===== src/rtl/xig_pkg.sv =====
package xig_pkg;
    localparam logic [2:0] TRIG_LOW  = 3'd0;
    localparam logic [2:0] TRIG_HIGH = 3'd1;
    localparam logic [2:0] TRIG_FALL = 3'd2;
    localparam logic [2:0] TRIG_RISE = 3'd4;
    localparam logic [2:0] TRIG_BOTH = 3'd6;

    localparam int CODE_W = 3;
    localparam int SLOT_W = 4;

    localparam logic [3:0] REG_CFG  = 4'd0;
    localparam logic [3:0] REG_MASK = 4'd1;
    localparam logic [3:0] REG_PEND = 4'd2;
endpackage


===== src/rtl/xig_sync.sv =====
module xig_sync #(
    parameter int W = 16
) (
    input  logic         clk,
    input  logic         rst_n,
    input  logic [W-1:0] async_in,
    output logic [W-1:0] sync_out
);
    logic [W-1:0] stage1_q;
    logic [W-1:0] stage2_q;

    always_ff @(posedge clk or negedge rst_n) begin
        if (!rst_n) begin
            stage1_q <= '0;
            stage2_q <= '0;
        end else begin
            stage1_q <= async_in;
            stage2_q <= stage1_q;
        end
    end

    assign sync_out = stage2_q;
endmodule


===== src/rtl/xig_detect.sv =====
module xig_detect
    import xig_pkg::*;
(
    input  logic              clk,
    input  logic              rst_n,
    input  logic              lvl,
    input  logic [CODE_W-1:0] mode,
    output logic              hit
);
    logic prev_q;

    always_ff @(posedge clk or negedge rst_n) begin
        if (!rst_n) prev_q <= 1'b0;
        else        prev_q <= lvl;
    end

    always_comb begin
        case (mode)
            TRIG_LOW:  hit = !lvl;
            TRIG_HIGH: hit = lvl;
            TRIG_FALL: hit = prev_q && !lvl;
            TRIG_RISE: hit = !prev_q && lvl;
            TRIG_BOTH: hit = prev_q ^ lvl;
            default:   hit = 1'b0;
        endcase
    end

    // a rising-edge hit needs the line low one cycle before and high now
    p_rise_edge_r3: assert property (@(posedge clk) disable iff (!rst_n)
        (mode == TRIG_RISE && hit) |-> (lvl && !$past(lvl)));

    // disabled codes never report a hit
    p_disabled_quiet_r5: assert property (@(posedge clk) disable iff (!rst_n)
        (mode == 3'd3 || mode == 3'd5 || mode == 3'd7) |-> !hit);
endmodule


===== src/rtl/xig_regs.sv =====
module xig_regs
    import xig_pkg::*;
#(
    parameter int NUM_LINES = 16,
    parameter int DATA_W    = 32,
    parameter int ADDR_W    = 4
) (
    input  logic                              clk,
    input  logic                              rst_n,
    input  logic                              bus_sel,
    input  logic                              bus_wr,
    input  logic [ADDR_W-1:0]                 bus_addr,
    input  logic [DATA_W-1:0]                 bus_wdata,
    input  logic [NUM_LINES-1:0]              det,
    output logic [NUM_LINES/2-1:0][CODE_W-1:0] cfg_codes,
    output logic [NUM_LINES-1:0]              mask_q,
    output logic [NUM_LINES-1:0]              pend_q,
    output logic [DATA_W-1:0]                 bus_rdata,
    output logic                              bus_rvalid
);
    localparam int NPAIR = NUM_LINES / 2;

    logic                 wr_cfg, wr_mask, wr_pend, rd_req;
    logic [NUM_LINES-1:0] clr_vec;
    logic [DATA_W-1:0]    rd_mux, cfg_view;

    assign wr_cfg  = bus_sel && bus_wr && (bus_addr == ADDR_W'(REG_CFG));
    assign wr_mask = bus_sel && bus_wr && (bus_addr == ADDR_W'(REG_MASK));
    assign wr_pend = bus_sel && bus_wr && (bus_addr == ADDR_W'(REG_PEND));
    assign rd_req  = bus_sel && !bus_wr;
    assign clr_vec = wr_pend ? bus_wdata[NUM_LINES-1:0] : '0;

    always_comb begin
        cfg_view = '0;
        for (int k = 0; k < NPAIR; k++)
            cfg_view[k*SLOT_W +: CODE_W] = cfg_codes[k];
    end

    always_comb begin
        rd_mux = '0;
        if (bus_addr == ADDR_W'(REG_CFG))       rd_mux = cfg_view;
        else if (bus_addr == ADDR_W'(REG_MASK)) rd_mux[NUM_LINES-1:0] = mask_q;
        else if (bus_addr == ADDR_W'(REG_PEND)) rd_mux[NUM_LINES-1:0] = pend_q;
    end

    always_ff @(posedge clk or negedge rst_n) begin
        if (!rst_n) begin
            cfg_codes  <= '0;
            mask_q     <= '1;
            pend_q     <= '0;
            bus_rdata  <= '0;
            bus_rvalid <= 1'b0;
        end else begin
            if (wr_cfg)
                for (int k = 0; k < NPAIR; k++)
                    cfg_codes[k] <= bus_wdata[k*SLOT_W +: CODE_W];
            if (wr_mask)
                mask_q <= bus_wdata[NUM_LINES-1:0];
            pend_q     <= (pend_q & ~clr_vec) | det;
            bus_rvalid <= rd_req;
            if (rd_req)
                bus_rdata <= rd_mux;
        end
    end

    // a bit that was set and not written with 1 is still set next cycle
    p_w0_keep_r6: assert property (@(posedge clk) disable iff (!rst_n)
        1'b1 |=> ((pend_q & $past(pend_q & ~clr_vec)) == $past(pend_q & ~clr_vec)));

    // a detection always leaves its pending bit set, clear or not
    p_det_wins_r7: assert property (@(posedge clk) disable iff (!rst_n)
        1'b1 |=> ((pend_q & $past(det)) == $past(det)));

    // leaving reset without a mask write shows every line masked
    p_reset_masked_r10: assert property (@(posedge clk) disable iff (!rst_n)
        (!$past(rst_n) && !$past(wr_mask)) |-> (mask_q == '1));

    // valid follows a read request by one cycle
    p_read_valid_r11: assert property (@(posedge clk) disable iff (!rst_n)
        rd_req |=> bus_rvalid);
endmodule


===== src/rtl/ext_irq_group_ctrl.sv =====
module ext_irq_group_ctrl
    import xig_pkg::*;
#(
    parameter int NUM_LINES = 16,
    parameter int DATA_W    = 32,
    parameter int ADDR_W    = 4,
    parameter int G0_LAST   = 3,
    parameter int G1_LAST   = 11
) (
    input  logic                 clk,
    input  logic                 rst_n,
    input  logic [NUM_LINES-1:0] pins,
    input  logic                 bus_sel,
    input  logic                 bus_wr,
    input  logic [ADDR_W-1:0]    bus_addr,
    input  logic [DATA_W-1:0]    bus_wdata,
    output logic [DATA_W-1:0]    bus_rdata,
    output logic                 bus_rvalid,
    output logic [2:0]           irq_grp
);
    localparam int NPAIR = NUM_LINES / 2;

    logic [NUM_LINES-1:0]          pin_s, det, mask_q, pend_q, live;
    logic [NPAIR-1:0][CODE_W-1:0]  cfg_codes;

    xig_sync #(.W(NUM_LINES)) u_sync (
        .clk(clk), .rst_n(rst_n), .async_in(pins), .sync_out(pin_s)
    );

    for (genvar i = 0; i < NUM_LINES; i++) begin : g_line
        xig_detect u_det (
            .clk(clk), .rst_n(rst_n), .lvl(pin_s[i]),
            .mode(cfg_codes[i/2]), .hit(det[i])
        );
    end

    xig_regs #(.NUM_LINES(NUM_LINES), .DATA_W(DATA_W), .ADDR_W(ADDR_W)) u_regs (
        .clk(clk), .rst_n(rst_n), .bus_sel(bus_sel), .bus_wr(bus_wr),
        .bus_addr(bus_addr), .bus_wdata(bus_wdata), .det(det),
        .cfg_codes(cfg_codes), .mask_q(mask_q), .pend_q(pend_q),
        .bus_rdata(bus_rdata), .bus_rvalid(bus_rvalid)
    );

    assign live       = pend_q & ~mask_q;
    assign irq_grp[0] = |live[G0_LAST:0];
    assign irq_grp[1] = |live[G1_LAST:G0_LAST+1];
    assign irq_grp[2] = |live[NUM_LINES-1:G1_LAST+1];

    // a group output needs a pending line inside its own group
    p_grp0_src_r9: assert property (@(posedge clk) disable iff (!rst_n)
        irq_grp[0] |-> (|pend_q[G0_LAST:0]));
    p_grp2_src_r9: assert property (@(posedge clk) disable iff (!rst_n)
        irq_grp[2] |-> (|pend_q[NUM_LINES-1:G1_LAST+1]));

    // a fully masked controller drives no output
    p_all_masked_r8: assert property (@(posedge clk) disable iff (!rst_n)
        (mask_q == '1) |-> (irq_grp == 3'b000));
endmodule


===== config.mk =====
export PLATFORM = sky130hd
export DESIGN_NAME = ext_irq_group_ctrl
export DESIGN_NICKNAME = d
export VERILOG_FILES = /design/src/rtl/xig_pkg.sv /design/src/rtl/xig_sync.sv /design/src/rtl/xig_detect.sv /design/src/rtl/xig_regs.sv /design/src/rtl/ext_irq_group_ctrl.sv
export SDC_FILE = /design/constraint.sdc
export NUM_CORES = 1
export LEC_CHECK = 0
export CAP_MARGIN = 40
export CORE_UTILIZATION = 50
export CTS_CLUSTER_SIZE = 10
export DETAILED_ROUTE_END_ITERATION = 10
export PLACE_DENSITY = 0.74
export RECOVER_POWER = 25
export SYNTH_ARGS = -nofsm -noshare
export SYNTH_HDL_FRONTEND = slang
export SYNTH_SLANG_ARGS = --single-unit

===== constraint.sdc =====
create_clock -name clk -period 2.1 [get_ports clk]
set_clock_uncertainty 0.15 [all_clocks]
set_input_delay 0.42 -clock clk [delete_from_list [all_inputs] [get_ports clk]]
set_output_delay 0.42 -clock clk [all_outputs]
set_load 0.005 [all_outputs]

# --- After elaboration in Yosys (flattened, before gate mapping) ---
# Index checks and enable logic that the tools add are counted.
# Widths: inputs -> output; s select.
totals:
  wordCells: 188
  reg_bits: 137
  output_inout_bits: 36
  inputBits: 56
op_classes:
  n_eq_ne: 34
  n_bitwise: 21
  reduce_logical: 82
  n_mux: 21
ops:
  columns: ["op", "n"]
  rows:
  - ["$pmux 1 s5", 16]
  - ["$mux 16", 4]
  - ["$eq 3x3->1 const B", 16]
  - ["$logic_and 1x1->1", 37]
  - ["$logic_not 1->1", 33]
  - ["$and 16x16->16", 2]
  - ["$not 16->16", 2]
  - ["$eq 3x1->1 const B", 8]
  - ["$eq 3x2->1 const B", 8]
  - ["$logic_not 3->1", 8]
  - ["$or 16x16->16", 1]
  - ["$xor 1x1->1", 16]
  - ["$mux 15", 1]
  - ["$reduce_or 4->1", 2]
  - ["$reduce_or 8->1", 1]
  - ["$eq 4x1->1 const B", 1]
  - ["$eq 4x2->1 const B", 1]
  - ["$logic_not 4->1", 1]

# --- Logic depth before layout (Yosys ltp) ---
depth:
  depth_word: 6
  depth_mapped: 5

# --- Hierarchy ---
# From an unflattened synthesis, not the netlist that was laid out.
hier_totals:
  hier_cells: 554
  hier_area_um2: 6361.1
by_module_without_submodules:
  columns: ["module", "seq_area_each_um2", "cells_each", "area_each_um2", "n_inst"]
  rows:
  - ["xig_regs", 2147.1, 305, 3573.4, 1]
  - ["xig_detect", 25.0, 12, 116.4, 16]
  - ["xig_sync", 800.8, 32, 800.8, 1]
  - ["ext_irq_group_ctrl", 0.0, 25, 125.1, 1]

# --- Worst setup path after synthesis ---
# OpenSTA, ideal clock, no wires.
synth_path:
  kind: "input to register"
  start: "input port bus_addr[2]"
  end: "register u_regs.cfg_codes[10] in the netlist's numbering"
  stages: 5
  setup_time_ns: 0.125
  t_arrival_ns: 1.523
  t_required_ns: 1.825
  path_slack_ns: 0.302
  path_cell_list: "nand4bb_1 > or3_1 > buf_2 > buf_6 > mux2_4"
synth_via:
  elab_chain_cells: 2
synth_rtl:
  columns: ["item", "line_no", "text"]
  rows:
  - ["start: declaration", "ext_irq_group_ctrl.sv:15", "input logic [ADDR_W-1:0] bus_addr,"]
  - ["$logic_not 4->1", "xig_regs.sv:27", "assign wr_cfg = bus_sel && bus_wr && (bus_addr == ADDR_W'(REG_CFG));"]
  - ["$logic_and 1x1->1", "xig_regs.sv:27", null]
  - ["end signal: indexed assignment", "xig_regs.sv:56", "cfg_codes[k] <= bus_wdata[k*SLOT_W +: CODE_W];"]
  - ["end: declaration", "xig_regs.sv:15", "output logic [NUM_LINES/2-1:0][CODE_W-1:0] cfg_codes,"]
# Every way passes these cells.
# A chain may end at the register's enable or synchronous reset.

# --- Worst setup path after layout ---
layout_path:
  start: "register u_regs.mask_q[8]"
  end: "output port irq_grp[1]"
layout_via:
  elab_chain_cells: 3
layout_rtl:
  columns: ["item", "line_no", "text"]
  rows:
  - ["start: declaration", "xig_regs.sv:16", "output logic [NUM_LINES-1:0] mask_q,"]
  - ["start signal: assignment", "xig_regs.sv:58", "mask_q <= bus_wdata[NUM_LINES-1:0];"]
  - ["$not 16->16", "ext_irq_group_ctrl.sv:44", "assign live = pend_q & ~mask_q;"]
  - ["$and 16x16->16", "ext_irq_group_ctrl.sv:44", null]
  - ["$reduce_or 8->1", "ext_irq_group_ctrl.sv:46", "assign irq_grp[1] = |live[G1_LAST:G0_LAST+1];"]
  - ["end: declaration", "ext_irq_group_ctrl.sv:19", "output logic [2:0] irq_grp"]
# Every way passes these cells.

==> results.json <==
{
  "synth-adder-area-share_pct": 6.381,
  "final_layout_size_suffix_gt1_share_pct": 17.38,
  "ys_seq_area_share_pct": 53.36,
  "cts.reportedPaths.clkPinSlew_ns": 0.06,
  "num_antenna_cells": 0,
  "p_total_mw": 7.310,
  "tritoncts": "yes",
  "status": "complete, but fails checks",
  "slew_headroom_pct": 50.76,
  "io_pins": 92,
  "design_area_mm2": 0.008163,
  "drtPass1Iterations": 4,
  "start_util_pct": 51.81,
  "ys_ff_latch": 133,
  "critPathLaunchType": "flop",
  "die-area_mm2": 0.01300,
  "die_y_um": 114.0,
  "synth_top_family_by_area": "compound AO/OA/AOI/OAI gates",
  "synth_compound_area_share_pct": 12.98,
  "muxShareOfSynthArea_pct": 7.677,
  "crit_type": "flop to output pin",
  "grt_pass1_wl_um": 22980,
  "avgSynthCellArea_um2": 11.33,
  "grt_max_degree": 62,
  "min_path_type": "flop to flop",
  "regArea_mm2": 0.003348,
  "post_cts_buffers": 0,
  "drtIter0Drc": 297,
  "wl_per_cell_um": 16.35,
  "rsz0062_at_grt": "yes",
  "cp_data_arrival_time_ns": 1.70,
  "dieWidth_um": 114.0,
  "synth_cell_types": 48,
  "multi_input_area_mm2": 0.002485,
  "numPortBuffers": 83,
  "synth_warnings": 0,
  "ys.flop_type": "dfrtp_1",
  "core-area_mm2": 0.01211,
  "clockBufferDepth": 2,
  "layout_commonest_cell": "dfrtp_1",
  "fmax_mhz": 439.6,
  "synthXorXnorAreaFrac_pct": 1.815,
  "irDropWorstVdd_mv": 0.6069,
  "area_delta_synth_final_pct": 30.09,
  "min_period_over_period_pct": 108.3,
  "clkLatencyLatePin_ns": 0.41,
  "drc": 0,
  "ant_nets": 0,
  "overflow": 0,
  "violations": "negative setup slack",
  "grt_pass1_vias": 4746,
  "tightestPinTransition_ns": 0.7385,
  "clock-sinks": 133,
  "leakagePower_nw": 3.998,
  "antenna_found_initial": 0,
  "row_count": 40,
  "yosys.area_share.simple_pct": 10.03,
  "via_per_inst": 5.327,
  "wirelength_um": 13750,
  "routabilityCongestion": 0.8067,
  "synth_edf_count": 0,
  "syn_inst": 554,
  "synthesis.area_mm2": 0.006275,
  "track_usage_pct": 23.27,
  "drv_cap": 0,
  "fin_crit_ns": 2.275,
  "htreeDepth": 4,
  "detailed_place_hpwl_um": 9496,
  "nets": 749,
  "cts-root-buf": "clkbuf_16",
  "setup_slack_ns": -0.1748,
  "setup_viol": 1,
  "hold_violations": 0,
  "finalSetupTns_ns": -0.1748,
  "crit_fanout": 2,
  "cts_made_buffers": 17,
  "pwr_density_cell_mw_per_mm2": 895.5,
  "layout_common_cells": "117 x dfrtp_1, 84 x inv_1, 63 x clkdlybuf4s50_1",
  "vias": 4480,
  "async_flop_share_pct": 100.0,
  "fill_cells": 919,
  "place_area_mm2": 0.007501,
  "cp-end-kind": "output pin",
  "drv_slew": 0,
  "cp_data_required_time_ns": 1.53
}
where the power goes:
part | switching [mW] | total [mW] | internal (mW)
clock network | 1.04 | 3.17 | 2.13
registers | 0.291 | 3.15 | 2.85
logic | 0.444 | 0.992 | 0.548
area by class of cell:
cell class	count	area share, %
Inverter	84	3.863
Clock inverter	9	1.809
Multi-Input combinational cell	308	30.44
Clock buffer	22	6.055
Sequential cell	133	41.02
Tap cell	168	2.575
Timing Repair Buffer	117	14.24
worst paths after layout:
| kind | cells past startpoint | slack, ns | endpoint | from |
|---|---|---|---|---|
| worst min register to register | 0 | 0.20 | u_sync.sync_out[5] | u_sync.stage1_q[5] |
| worst min-delay path | 0 | 0.20 | u_sync.sync_out[5] | u_sync.stage1_q[5] |
| max in group asynchronous | 3 | 0.53 | u_regs.mask_q[9] | rst_n |
| worst max-delay path | 3 | -0.17 | irq_grp[1] | u_regs.mask_q[8] |
| worst max register to register | 5 | 0.50 | u_regs.pend_q[13] | u_sync.sync_out[13] |
| min in group asynchronous | 2 | 0.45 | u_sync.stage1_q[15] | rst_n |
sequential cells by signal, indices dropped and copies added (netlist names):
| register | count |
|---|---|
| u_regs.bus_rdata | 28 |
| u_regs.cfg_codes | 24 |
| g_line.u_det.prev_q | 16 |
| u_regs.mask_q | 16 |
| u_regs.pend_q | 16 |
| u_sync.stage1_q | 16 |
| u_sync.sync_out | 16 |
| u_regs.bus_rvalid | 1 |
cell families after synthesis:
group / count (synthesis)
mux: 40
buf+inv: 116
flops: 133
other cells: 1
simple gates: 107
compound gates: 112
xor+xnor: 13
fa+ha+maj: 32
cells in the mapped netlist, types with 4 or more instances:
| master | count | area share, % |
|---|---|---|
| a21oi_1 | 4 | 0.32 |
| a221oi_1 | 6 | 0.84 |
| a221oi_2 | 5 | 1.2 |
| a22o_1 | 12 | 1.7 |
| a22oi_1 | 5 | 0.60 |
| a31oi_1 | 16 | 1.6 |
| and3b_1 | 11 | 1.5 |
| buf_2 | 5 | 0.40 |
| buf_4 | 4 | 0.48 |
| clkbuf_1 | 16 | 0.96 |
| dfrtp_1 | 117 | 47 |
| dfstp_2 | 16 | 6.7 |
| ha_1 | 32 | 6.4 |
| inv_1 | 84 | 5.0 |
| mux2_1 | 9 | 1.6 |
| mux2_4 | 14 | 3.3 |
| mux2i_1 | 17 | 2.7 |
| nand2_1 | 41 | 2.5 |
| nand3_1 | 4 | 0.32 |
| nand3b_1 | 8 | 0.96 |
| nor2b_1 | 8 | 0.80 |
| nor3_1 | 5 | 0.40 |
| nor4bb_1 | 4 | 0.64 |
| o211ai_1 | 8 | 0.96 |
| o21ai_0 | 13 | 1.0 |
| o21ai_1 | 16 | 1.3 |
| o221ai_1 | 5 | 0.70 |
| o22ai_1 | 5 | 0.50 |
| o31ai_1 | 11 | 1.3 |
| or2_2 | 8 | 0.80 |
| or3_1 | 5 | 0.50 |
| or4_1 | 4 | 0.48 |
| xnor2_1 | 4 | 0.56 |
| xor2_1 | 9 | 1.3 |
critical path, stage by stage, from the launching register on:
cell     delay [ns]
dfstp_2        0.53
o22ai_1        0.07
or4_4          0.56
buf_6          0.14
metrics by stage:
stage / cells / worst slack [ns] / utilization, % / hold slack [ns]
final: 841 / -0.1748 / 67.40 / 0.1959
after global routing: 841 / -0.2128 / 67.40 / 0.2008
after CTS: 841 / -0.1824 / 67.42 / 0.1982
after detailed placement: 809 / -0.2452 / 61.93 / 0.1847
after global placement: 809 / -0.2214 / 61.93 / 0.1818
after floorplan: 557 / 0.3022 / - / -0.02559
metal layers:
metal	up-vias	routed length, µm	track usage [%]
li1	2117	-	-
met3	23	521	5.951
met2	105	6855	38.99
met1	2235	6127	29.40
met4	0	244	7.879
met5	-	0	0
timing repair:
item                                    4_1_cts  5_1_grt
cloned                                        0        0
hold buffers                                  1        0
pin swaps                                     3        0
endpoints found under the hold margin        26        0
endpoints found under the setup margin        3        1
gates resized for setup                      17        0
(Power assumes the default switching activity.)
